===== src/rtl/irq_pkg.sv =====
package irq_pkg;

  typedef enum logic [2:0] {
    RA_STATUS  = 3'd0,
    RA_PEND    = 3'd1,
    RA_COUNT   = 3'd2,
    RA_COMPARE = 3'd3,
    RA_TCTL    = 3'd4
  } reg_addr_e;

  // status word field positions
  localparam int ST_EN_BIT   = 0;
  localparam int ST_EXC_BIT  = 1;
  localparam int ST_ERR_BIT  = 2;
  localparam int ST_MASK_LSB = 8;

  // gating rule: enable set and neither inhibit set
  function automatic logic gate_open(logic en, logic exc, logic err);
    return en & ~exc & ~err;
  endfunction

endpackage


===== src/rtl/irq_pend_reg.sv =====
module irq_pend_reg #(
  parameter int LEVELS = 8,
  parameter int IDX_W  = 4,
  localparam int POS_W = $clog2(LEVELS)
) (
  input  logic              clk,
  input  logic              rst_n,
  input  logic              post_valid,
  input  logic [IDX_W-1:0]  post_idx,
  input  logic              clr_valid,
  input  logic [IDX_W-1:0]  clr_idx,
  input  logic              clr_all,
  input  logic              timer_hit,
  input  logic              timer_ack,
  input  logic [POS_W-1:0]  timer_pos,
  output logic [LEVELS-1:0] pend_q,
  output logic              cmd_err
);

  localparam logic [IDX_W:0] LIM = LEVELS[IDX_W:0];

  function automatic logic in_range(logic [IDX_W-1:0] idx);
    return {1'b0, idx} < LIM;
  endfunction

  logic              post_ok, clr_ok, err_d;
  logic [LEVELS-1:0] pend_d;

  assign post_ok = post_valid & in_range(post_idx);
  assign clr_ok  = clr_valid & in_range(clr_idx);
  assign err_d   = (post_valid & ~post_ok) | (clr_valid & ~clr_ok);

  // clears first, sets last: a set always wins
  always_comb begin
    pend_d = pend_q;
    if (clr_all)   pend_d = '0;
    if (clr_ok)    pend_d[clr_idx[POS_W-1:0]] = 1'b0;
    if (timer_ack) pend_d[timer_pos] = 1'b0;
    if (post_ok)   pend_d[post_idx[POS_W-1:0]] = 1'b1;
    if (timer_hit) pend_d[timer_pos] = 1'b1;
  end

  always_ff @(posedge clk or negedge rst_n) begin
    if (!rst_n) begin
      pend_q  <= '0;
      cmd_err <= 1'b0;
    end else begin
      pend_q  <= pend_d;
      cmd_err <= err_d;
    end
  end


  range_reject_chk: assert property (@(posedge clk) disable iff (!rst_n)
    (post_valid && !post_ok && !clr_valid && !clr_all && !timer_hit && !timer_ack)
      |=> ($stable(pend_q) && cmd_err));


  post_sets_chk: assert property (@(posedge clk) disable iff (!rst_n)
    post_ok |=> pend_q[$past(post_idx[POS_W-1:0])]);


  clear_all_chk: assert property (@(posedge clk) disable iff (!rst_n)
    (clr_all && !post_ok && !timer_hit) |=> (pend_q == '0));


  timer_sets_chk: assert property (@(posedge clk) disable iff (!rst_n)
    timer_hit |=> pend_q[$past(timer_pos)]);

endmodule


===== src/rtl/irq_timer.sv =====
module irq_timer #(
  parameter int CNT_W = 32
) (
  input  logic             clk,
  input  logic             rst_n,
  input  logic             cnt_we,
  input  logic             cmp_we,
  input  logic [CNT_W-1:0] wdata,
  output logic [CNT_W-1:0] count_q,
  output logic [CNT_W-1:0] compare_q,
  output logic             timer_hit
);

  // a match only counts away from zero
  function automatic logic match_fires(logic [CNT_W-1:0] cnt, logic [CNT_W-1:0] cmp);
    return (cnt == cmp) && (cnt != '0);
  endfunction

  assign timer_hit = match_fires(count_q, compare_q);

  always_ff @(posedge clk or negedge rst_n) begin
    if (!rst_n) begin
      count_q   <= '0;
      compare_q <= '0;
    end else begin
      count_q <= cnt_we ? wdata : count_q + 1'b1;
      if (cmp_we) compare_q <= wdata;
    end
  end


  count_step_chk: assert property (@(posedge clk) disable iff (!rst_n)
    !cnt_we |=> (count_q == $past(count_q) + 1'b1));


  count_load_chk: assert property (@(posedge clk) disable iff (!rst_n)
    cnt_we |=> (count_q == $past(wdata)));

endmodule


===== src/rtl/irq_gate.sv =====
module irq_gate #(
  parameter int LEVELS = 8
) (
  input  logic              clk,
  input  logic              rst_n,
  input  logic              gen_en,
  input  logic              exc_lvl,
  input  logic              err_lvl,
  input  logic [LEVELS-1:0] mask,
  input  logic [LEVELS-1:0] pend,
  output logic              take_irq
);
  import irq_pkg::*;

  logic gate_ok, hit_any;

  assign gate_ok = gate_open(gen_en, exc_lvl, err_lvl);
  assign hit_any = |(mask & pend);

  always_ff @(posedge clk or negedge rst_n) begin
    if (!rst_n) take_irq <= 1'b0;
    else        take_irq <= gate_ok & hit_any;
  end


  gate_closed_chk: assert property (@(posedge clk) disable iff (!rst_n)
    (!gen_en || exc_lvl || err_lvl) |=> !take_irq);


  masked_off_chk: assert property (@(posedge clk) disable iff (!rst_n)
    ((mask & pend) == '0) |=> !take_irq);


  take_follows_chk: assert property (@(posedge clk) disable iff (!rst_n)
    (gen_en && !exc_lvl && !err_lvl && ((mask & pend) != '0)) |=> take_irq);

endmodule


===== src/rtl/irq_gate_unit.sv =====
module irq_gate_unit #(
  parameter int LEVELS = 8,
  parameter int IDX_W  = 4,
  parameter int CNT_W  = 32,
  parameter int ADDR_W = 3,
  localparam int POS_W = $clog2(LEVELS)
) (
  input  logic              clk,
  input  logic              rst_n,
  input  logic              reg_we,
  input  logic [ADDR_W-1:0] reg_addr,
  input  logic [CNT_W-1:0]  reg_wdata,
  output logic [CNT_W-1:0]  reg_rdata,
  input  logic              post_valid,
  input  logic [IDX_W-1:0]  post_idx,
  input  logic              clr_valid,
  input  logic [IDX_W-1:0]  clr_idx,
  input  logic              clr_all,
  output logic              cmd_err,
  output logic              irq_pending,
  output logic              take_irq
);
  import irq_pkg::*;

  logic              gen_en_q, exc_q, err_q;
  logic [LEVELS-1:0] mask_q, pend_q;
  logic [POS_W-1:0]  tpos_q;
  logic [CNT_W-1:0]  count_q, compare_q;
  logic              timer_hit;
  logic              wr_status, wr_count, wr_compare, wr_tctl;

  assign wr_status  = reg_we && (reg_addr == RA_STATUS);
  assign wr_count   = reg_we && (reg_addr == RA_COUNT);
  assign wr_compare = reg_we && (reg_addr == RA_COMPARE);
  assign wr_tctl    = reg_we && (reg_addr == RA_TCTL);

  always_ff @(posedge clk or negedge rst_n) begin
    if (!rst_n) begin
      gen_en_q <= 1'b0;
      exc_q    <= 1'b1;
      err_q    <= 1'b1;
      mask_q   <= '0;
      tpos_q   <= '0;
    end else begin
      if (wr_status) begin
        gen_en_q <= reg_wdata[ST_EN_BIT];
        exc_q    <= reg_wdata[ST_EXC_BIT];
        err_q    <= reg_wdata[ST_ERR_BIT];
        mask_q   <= reg_wdata[ST_MASK_LSB +: LEVELS];
      end
      if (wr_tctl) tpos_q <= reg_wdata[POS_W-1:0];
    end
  end

  irq_timer #(.CNT_W(CNT_W)) u_timer (
    .clk       (clk),
    .rst_n     (rst_n),
    .cnt_we    (wr_count),
    .cmp_we    (wr_compare),
    .wdata     (reg_wdata),
    .count_q   (count_q),
    .compare_q (compare_q),
    .timer_hit (timer_hit)
  );

  irq_pend_reg #(.LEVELS(LEVELS), .IDX_W(IDX_W)) u_pend (
    .clk        (clk),
    .rst_n      (rst_n),
    .post_valid (post_valid),
    .post_idx   (post_idx),
    .clr_valid  (clr_valid),
    .clr_idx    (clr_idx),
    .clr_all    (clr_all),
    .timer_hit  (timer_hit),
    .timer_ack  (wr_compare),
    .timer_pos  (tpos_q),
    .pend_q     (pend_q),
    .cmd_err    (cmd_err)
  );

  irq_gate #(.LEVELS(LEVELS)) u_gate (
    .clk      (clk),
    .rst_n    (rst_n),
    .gen_en   (gen_en_q),
    .exc_lvl  (exc_q),
    .err_lvl  (err_q),
    .mask     (mask_q),
    .pend     (pend_q),
    .take_irq (take_irq)
  );

  assign irq_pending = |pend_q;

  always_comb begin
    reg_rdata = '0;
    case (reg_addr)
      RA_STATUS: begin
        reg_rdata[ST_EN_BIT]               = gen_en_q;
        reg_rdata[ST_EXC_BIT]              = exc_q;
        reg_rdata[ST_ERR_BIT]              = err_q;
        reg_rdata[ST_MASK_LSB +: LEVELS]   = mask_q;
      end
      RA_PEND:    reg_rdata[LEVELS-1:0] = pend_q;
      RA_COUNT:   reg_rdata = count_q;
      RA_COMPARE: reg_rdata = compare_q;
      RA_TCTL:    reg_rdata[POS_W-1:0] = tpos_q;
      default:    reg_rdata = '0;
    endcase
  end


  compare_ack_chk: assert property (@(posedge clk) disable iff (!rst_n)
    (wr_compare && !timer_hit && !(post_valid && post_idx == {1'b0, tpos_q}))
      |=> !pend_q[$past(tpos_q)]);


  zero_quiet_chk: assert property (@(posedge clk) disable iff (!rst_n)
    (count_q == '0 && !post_valid && !reg_we) |=> $stable(pend_q) || $past(clr_all || clr_valid));

endmodule


===== config.mk =====
export PLATFORM = sky130hd
export DESIGN_NAME = irq_gate_unit
export DESIGN_NICKNAME = d
export VERILOG_FILES = /design/src/rtl/irq_pkg.sv /design/src/rtl/irq_pend_reg.sv /design/src/rtl/irq_timer.sv /design/src/rtl/irq_gate.sv /design/src/rtl/irq_gate_unit.sv
export SDC_FILE = /design/constraint.sdc
export NUM_CORES = 1
export LEC_CHECK = 0
export BUFFER_PORTS_ARGS = -buffer_cell sky130_fd_sc_hd__buf_4
export CAP_MARGIN = 5
export CELL_PAD_IN_SITES_DETAIL_PLACEMENT = 0
export CELL_PAD_IN_SITES_GLOBAL_PLACEMENT = 1
export CORE_UTILIZATION = 25
export DETAILED_ROUTE_END_ITERATION = 12
export PLACE_DENSITY_LB_ADDON = 0.1
export SYNTH_ARGS = -nofsm -noshare
export SYNTH_HDL_FRONTEND = slang
export SYNTH_SLANG_ARGS = --single-unit

===== constraint.sdc =====
create_clock -name clk -period 3.6 [get_ports clk]
set_clock_uncertainty 0.15 [all_clocks]
set_input_delay 0.72 -clock clk [delete_from_list [all_inputs] [get_ports clk]]
set_output_delay 0.72 -clock clk [all_outputs]
set_load 0.01 [all_outputs]

* After elaboration in Yosys (flattened, before gate mapping)
Cells that the tools add are included.
Word-level totals: register bits 88, input port bits 49, output and inout port bits 35, logic and storage cells 71
Operators by class: order comparisons 8, add/subtract/negate cells 1, multiplexer cells 16, equality and inequality tests 5, reduce and logical (&&, ||, !) cells 12, bitwise gates (word level) 19
Operator list (number):
- 8-bit two-way mux | 5
- 32-bit by 1-bit adder with 32-bit output, second input constant | 1
- 32-bit == test | 1
- 32-bit two-way mux | 1
- 16-bit case mux with 2 select lines | 1
- 32-bit nonzero test | 1
- 8-bit AND | 3
- 8-bit case mux with 3 select lines | 1
- 8-bit inverter | 2
- 8-bit bitwise OR | 2
- 8-bit OR reduction | 2
- 3-bit case mux with 5 select lines | 1
- 5-bit case mux with 3 select lines | 1
- 3-bit by 4-bit less-than comparator with 1-bit output, second input constant | 3
- 1-bit demux with 3-bit select | 3
- 3-bit by 1-bit greater-or-equal comparator with 1-bit output, second input constant | 3
- 1-bit logical AND | 8
- 4-bit less-than comparator, second input constant | 2
- 1-bit AND | 7
- 3-bit by 2-bit == test with 1-bit output, second input constant | 2
- 1-bit inverter | 4
- 3-bit by 1-bit == test with 1-bit output, second input constant | 1
- 3-bit == test, second input constant | 1
- 3-bit zero test | 1
- 2 further kinds | 4

* Logic depth before layout (Yosys ltp)
depth in word-level cells 13, depth in mapped cells 8, mapped depth without buffers 6

* By module
From an unflattened synthesis, not the netlist that was laid out.
Unflattened totals: cell total of the unflattened synthesis 550, area, all modules 5532.8 µm²
By module, submodules not included:
- irq_timer | sequential area each 1601.5 µm², area an instance 3555.9 µm², cells an instance 353, times used 1
- irq_gate_unit | sequential area each 352.8 µm², area an instance 1283.7 µm², cells an instance 124, times used 1
- irq_pend_reg | sequential area each 225.2 µm², area an instance 616.8 µm², cells an instance 65, times used 1
- irq_gate | sequential area each 25.0 µm², area an instance 76.3 µm², cells an instance 8, times used 1

* Least setup slack after synthesis
OpenSTA, ideal clock, no wires.
path kind in2out, from in reg_addr[0], to out reg_rdata[10], path slack 0.807 ns, path buffers 2, stages 5, data arrival time 1.923 ns, cell sequence clkbuf_1 > buf_1 > mux2_2 > a22oi_1 > nor2_1
On the way: longest elaborated chain between the ends 2, elaborated cells between the ends (all ways) 4
Ends and longest elaborated chain:
- start: declaration | RTL line irq_gate_unit.sv:11 | input logic [ADDR_W-1:0] reg_addr,
- 3-bit by 2-bit == test with 1-bit output / 3-bit zero test (equally long branches) | RTL line irq_gate_unit.sv:96 | case (reg_addr)
- 8-bit case mux with 3 select lines * | RTL line irq_gate_unit.sv:96
- end: declaration | RTL line irq_gate_unit.sv:13 | output logic [CNT_W-1:0] reg_rdata,
Mark *: on every way between the ends. The rest lies on a longest branch, timed or not.

* Final worst setup path
from in reg_addr[0], to out reg_rdata[13]
The elaborated chain is that of the path after synthesis.

==> results.toml <==
[grt]
grt_max_degree = 59
antenna_found_initial = 0
grt_pass1_vias = 4581
track_usage_pct = 17.3
grt_first_pass_wirelength_microns = 28000
overflow = 0

[worst_setup_path]
worstReg2RegEnd = "u_pend.pend_q[0]"
crit_start = "reg_addr[0]"
rrSetupSlack_ns = 1.03
critPathSlowestCell = "nor2_1"
path_common_cell = "buf_4"
crit_path_end = "reg_rdata[13]"
critPathMaxFanout = 27
crit_path_end_kind = "output pin"
cp-start-kind = "input port"
critPathRequiredTime_ns = 2.73
reg2reg_depth = 5
critPathArrivalTime_ns = 2.01
path_cells = "buf_4 > nor2_1 > buf_4 > a22oi_1 > nor2_1 > buf_4"
max_stage_delay_ns = 0.37
path_class = "in -> out"
rr_startpoint = "u_timer.count_q[1]"

[cells_and_area]
nFillCells = 2223
final_cell_area_sq_mm = 0.00642
final_nets = 642
most-common-layout-cells = "buf_4, dfrtp_1, mux2_2, nor2_1, a21oi_1"
area_delta_synth_final_pct = 21.9
n_antenna_cell = 0
final_common_cell = "buf_4"
seqCellArea_sq_mm = 0.00220
multiInputGateArea_sq_mm = 0.00283
drive_gt1_share_pct = 29.9

[worst_hold_path]
hp-class = "in -> async"

[yosys]
synth_edf_count = 0
synth_top_area_share_pct = 40.9
synthesis.nets = 580
synth_area_leaders = "dfrtp_1, mux2_2, xor2_1"
synth_largest_area_cell = "dfrtp_1"
ys_async_sr_fraction_pct = 100
ys_seq_area_share_pct = 41.9
synth-seq-cells = 88
yosysUniqueCellTypes = 50
syn_area_sq_mm = 0.00527
synth_ff_type = "dfrtp_1"
synth.avg_cell_area_sq_um = 9.95
yosys_warnings = 0
postSynthCellCount = 529

[clock_tree]
cts_setup_buffers = 0
hold_buffers = 0
clock_latency_ns = 0.35
cts_max_level = 3
cts_tree = "built"
path_clk_slew_ns = 0.06
cts_made_buffers = 9
clkSinkCount = 88
ctsResizeCount = 0
cts_buffer_depth = 2
clockRootBuffer = "clkbuf_16"

[die]
die_w_microns = 147
die_height_microns = 147
dieArea_sq_mm = 0.0216
core_area_sq_mm = 0.0204
initial_core_util_pct = 25.8
io-pin-count = 84
fp-row-count = 52

[power]
p_clk_share_pct = 27.2
switchingPower_mw = 1.35
power_frac_seq_pct = 45.0
ir_worst_vdd_mv = 0.217
switching_share_pct = 36.8
power.density_mw_per_mm2 = 572
combPwrFrac_pct = 27.8
p_leak_nw = 2.64
internal-power_mw = 2.32

[place]
place_congestion = 0.818
place_ws_ns = 0.755
placed_area_sq_mm = 0.00611
portBuffers = 83
dp_hpwl_microns = 13300

[timing]
slew_violations = 0
slew_headroom_pct = 38.9
rsz0062_at_grt = "no"
tns_ns = 0
final-hold-violation-count = 0
holdWs_ns = 0.311
fin_crit_sh_pct = 80.0
setup_ws_ns = 0.721
worst_pin_slew_ns = 0.911
setup_viol = 0
fin_crit_ns = 2.88
fmax_mhz = 347

[drt]
drt-initial-drc-count = 253
postRouteAntennaNets = 0
firstDrtPassIters = 5
wl_per_cell_microns = 20.7
via_per_inst = 5.04
routed_wl_microns = 18000
via_count = 4364
drc = 0

[outcome]
outcome = "finished, final reports clean"

[run]
cap_violations = 0
-- cell usage after synthesis (2+ instances only) --
master,n
a21oi_1,36
a22o_1,17
a22oi_1,21
a31oi_1,4
a32oi_1,2
and3_1,7
and3b_1,2
buf_1,3
buf_2,16
buf_6,2
clkbuf_1,20
dfrtp_1,86
dfstp_2,2
ha_1,2
inv_1,12
mux2_2,59
nand2_1,20
nand3_1,10
nand3b_1,2
nand4_1,24
nor2_1,58
nor2b_1,3
nor3_1,7
nor3_4,2
nor3b_1,2
nor4_1,11
nor4_2,3
nor4b_1,4
o21ai_0,3
o21ai_1,2
o22ai_1,3
o311ai_0,2
o31ai_1,2
o41ai_1,5
xnor2_1,25
xor2_1,35
xor2_2,2
-- critical path: cells and delay by family --
family	cells	cell delay, ns
AOI/OAI and AO/OA	1	0.09
and+or+nand+nor	2	0.58
buffers and inverters	3	0.62
-- power groups by stage --
stage	clock, mW	combinational (mW)	sequential [mW]
after detailed placement	0	1.03	1.67
after global placement	0	1.02	1.67
final	0.999	1.02	1.65
after floorplan	0	0.886	1.39
after global routing	1.07	1.12	1.70
after CTS	1.04	1.04	1.65
-- flip-flops by register name (all words and copies together), names as in the netlist --
| signal | count |
|---|---|
| u_timer.compare_q | 32 |
| mask_q | 8 |
| err_q | 1 |
| u_pend.pend_q | 8 |
| u_pend.cmd_err | 1 |
| gen_en_q | 1 |
| u_timer.count_q | 32 |
| u_gate.take_irq | 1 |
| exc_q | 1 |
| tpos_q | 3 |
-- stage by stage --
step,power [mW],cells,utilization [%]
after detailed placement,2.70,850,29.9
final,3.67,866,31.4
after floorplan,2.28,529,-
after CTS,3.73,866,31.4
after global placement,2.69,850,29.9
after global routing,3.90,866,31.4
-- per-layer routing --
layer  routed length, microns  track usage [%]  vias to the layer above
li1                         -                -                     2047
met2                     8510             27.4                      105
met5                        0                0                        -
met4                      252             5.05                        0
met1                     8640             24.4                     2193
met3                      569             2.27                       19
-- worst min path at each step --
stage          slack (ns)                     to     start  depth (start not counted)
3_3_place_gp         0.38               gen_en_q  gen_en_q                          1
6_report             0.31  u_timer.compare_q[26]     rst_n                          1
2_1_floorplan        0.27               gen_en_q     rst_n                          0
3_5_place_dp         0.38               gen_en_q  gen_en_q                          1
4_1_cts              0.35  u_timer.compare_q[26]     rst_n                          1
5_1_grt              0.38  u_timer.compare_q[26]     rst_n                          1
-- cells by family (layout without fill, tap and decap cells) --
group | Yosys count | after routing | share of synthesized area [%]
compound gates | 101 | 101 | 13.0
buf+inv | 53 | 120 | 4.44
xor+xnor | 62 | 62 | 10.6
mux | 60 | 60 | 12.8
flops | 88 | 88 | 41.9
simple gates | 163 | 163 | 16.8
fa+ha+maj | 2 | 2 | 0.475
-- layout make-up --
cell class | count | share of cell area (%)
tap | 270 | 5.27
multi-input combinational | 388 | 44.1
clock inverter | 4 | 0.819
timing repair buffer | 92 | 10.8
sequential | 88 | 34.4
inverter | 12 | 0.702
clock buffer | 12 | 4.00
Note: power is estimated with default switching activity, not from simulation.
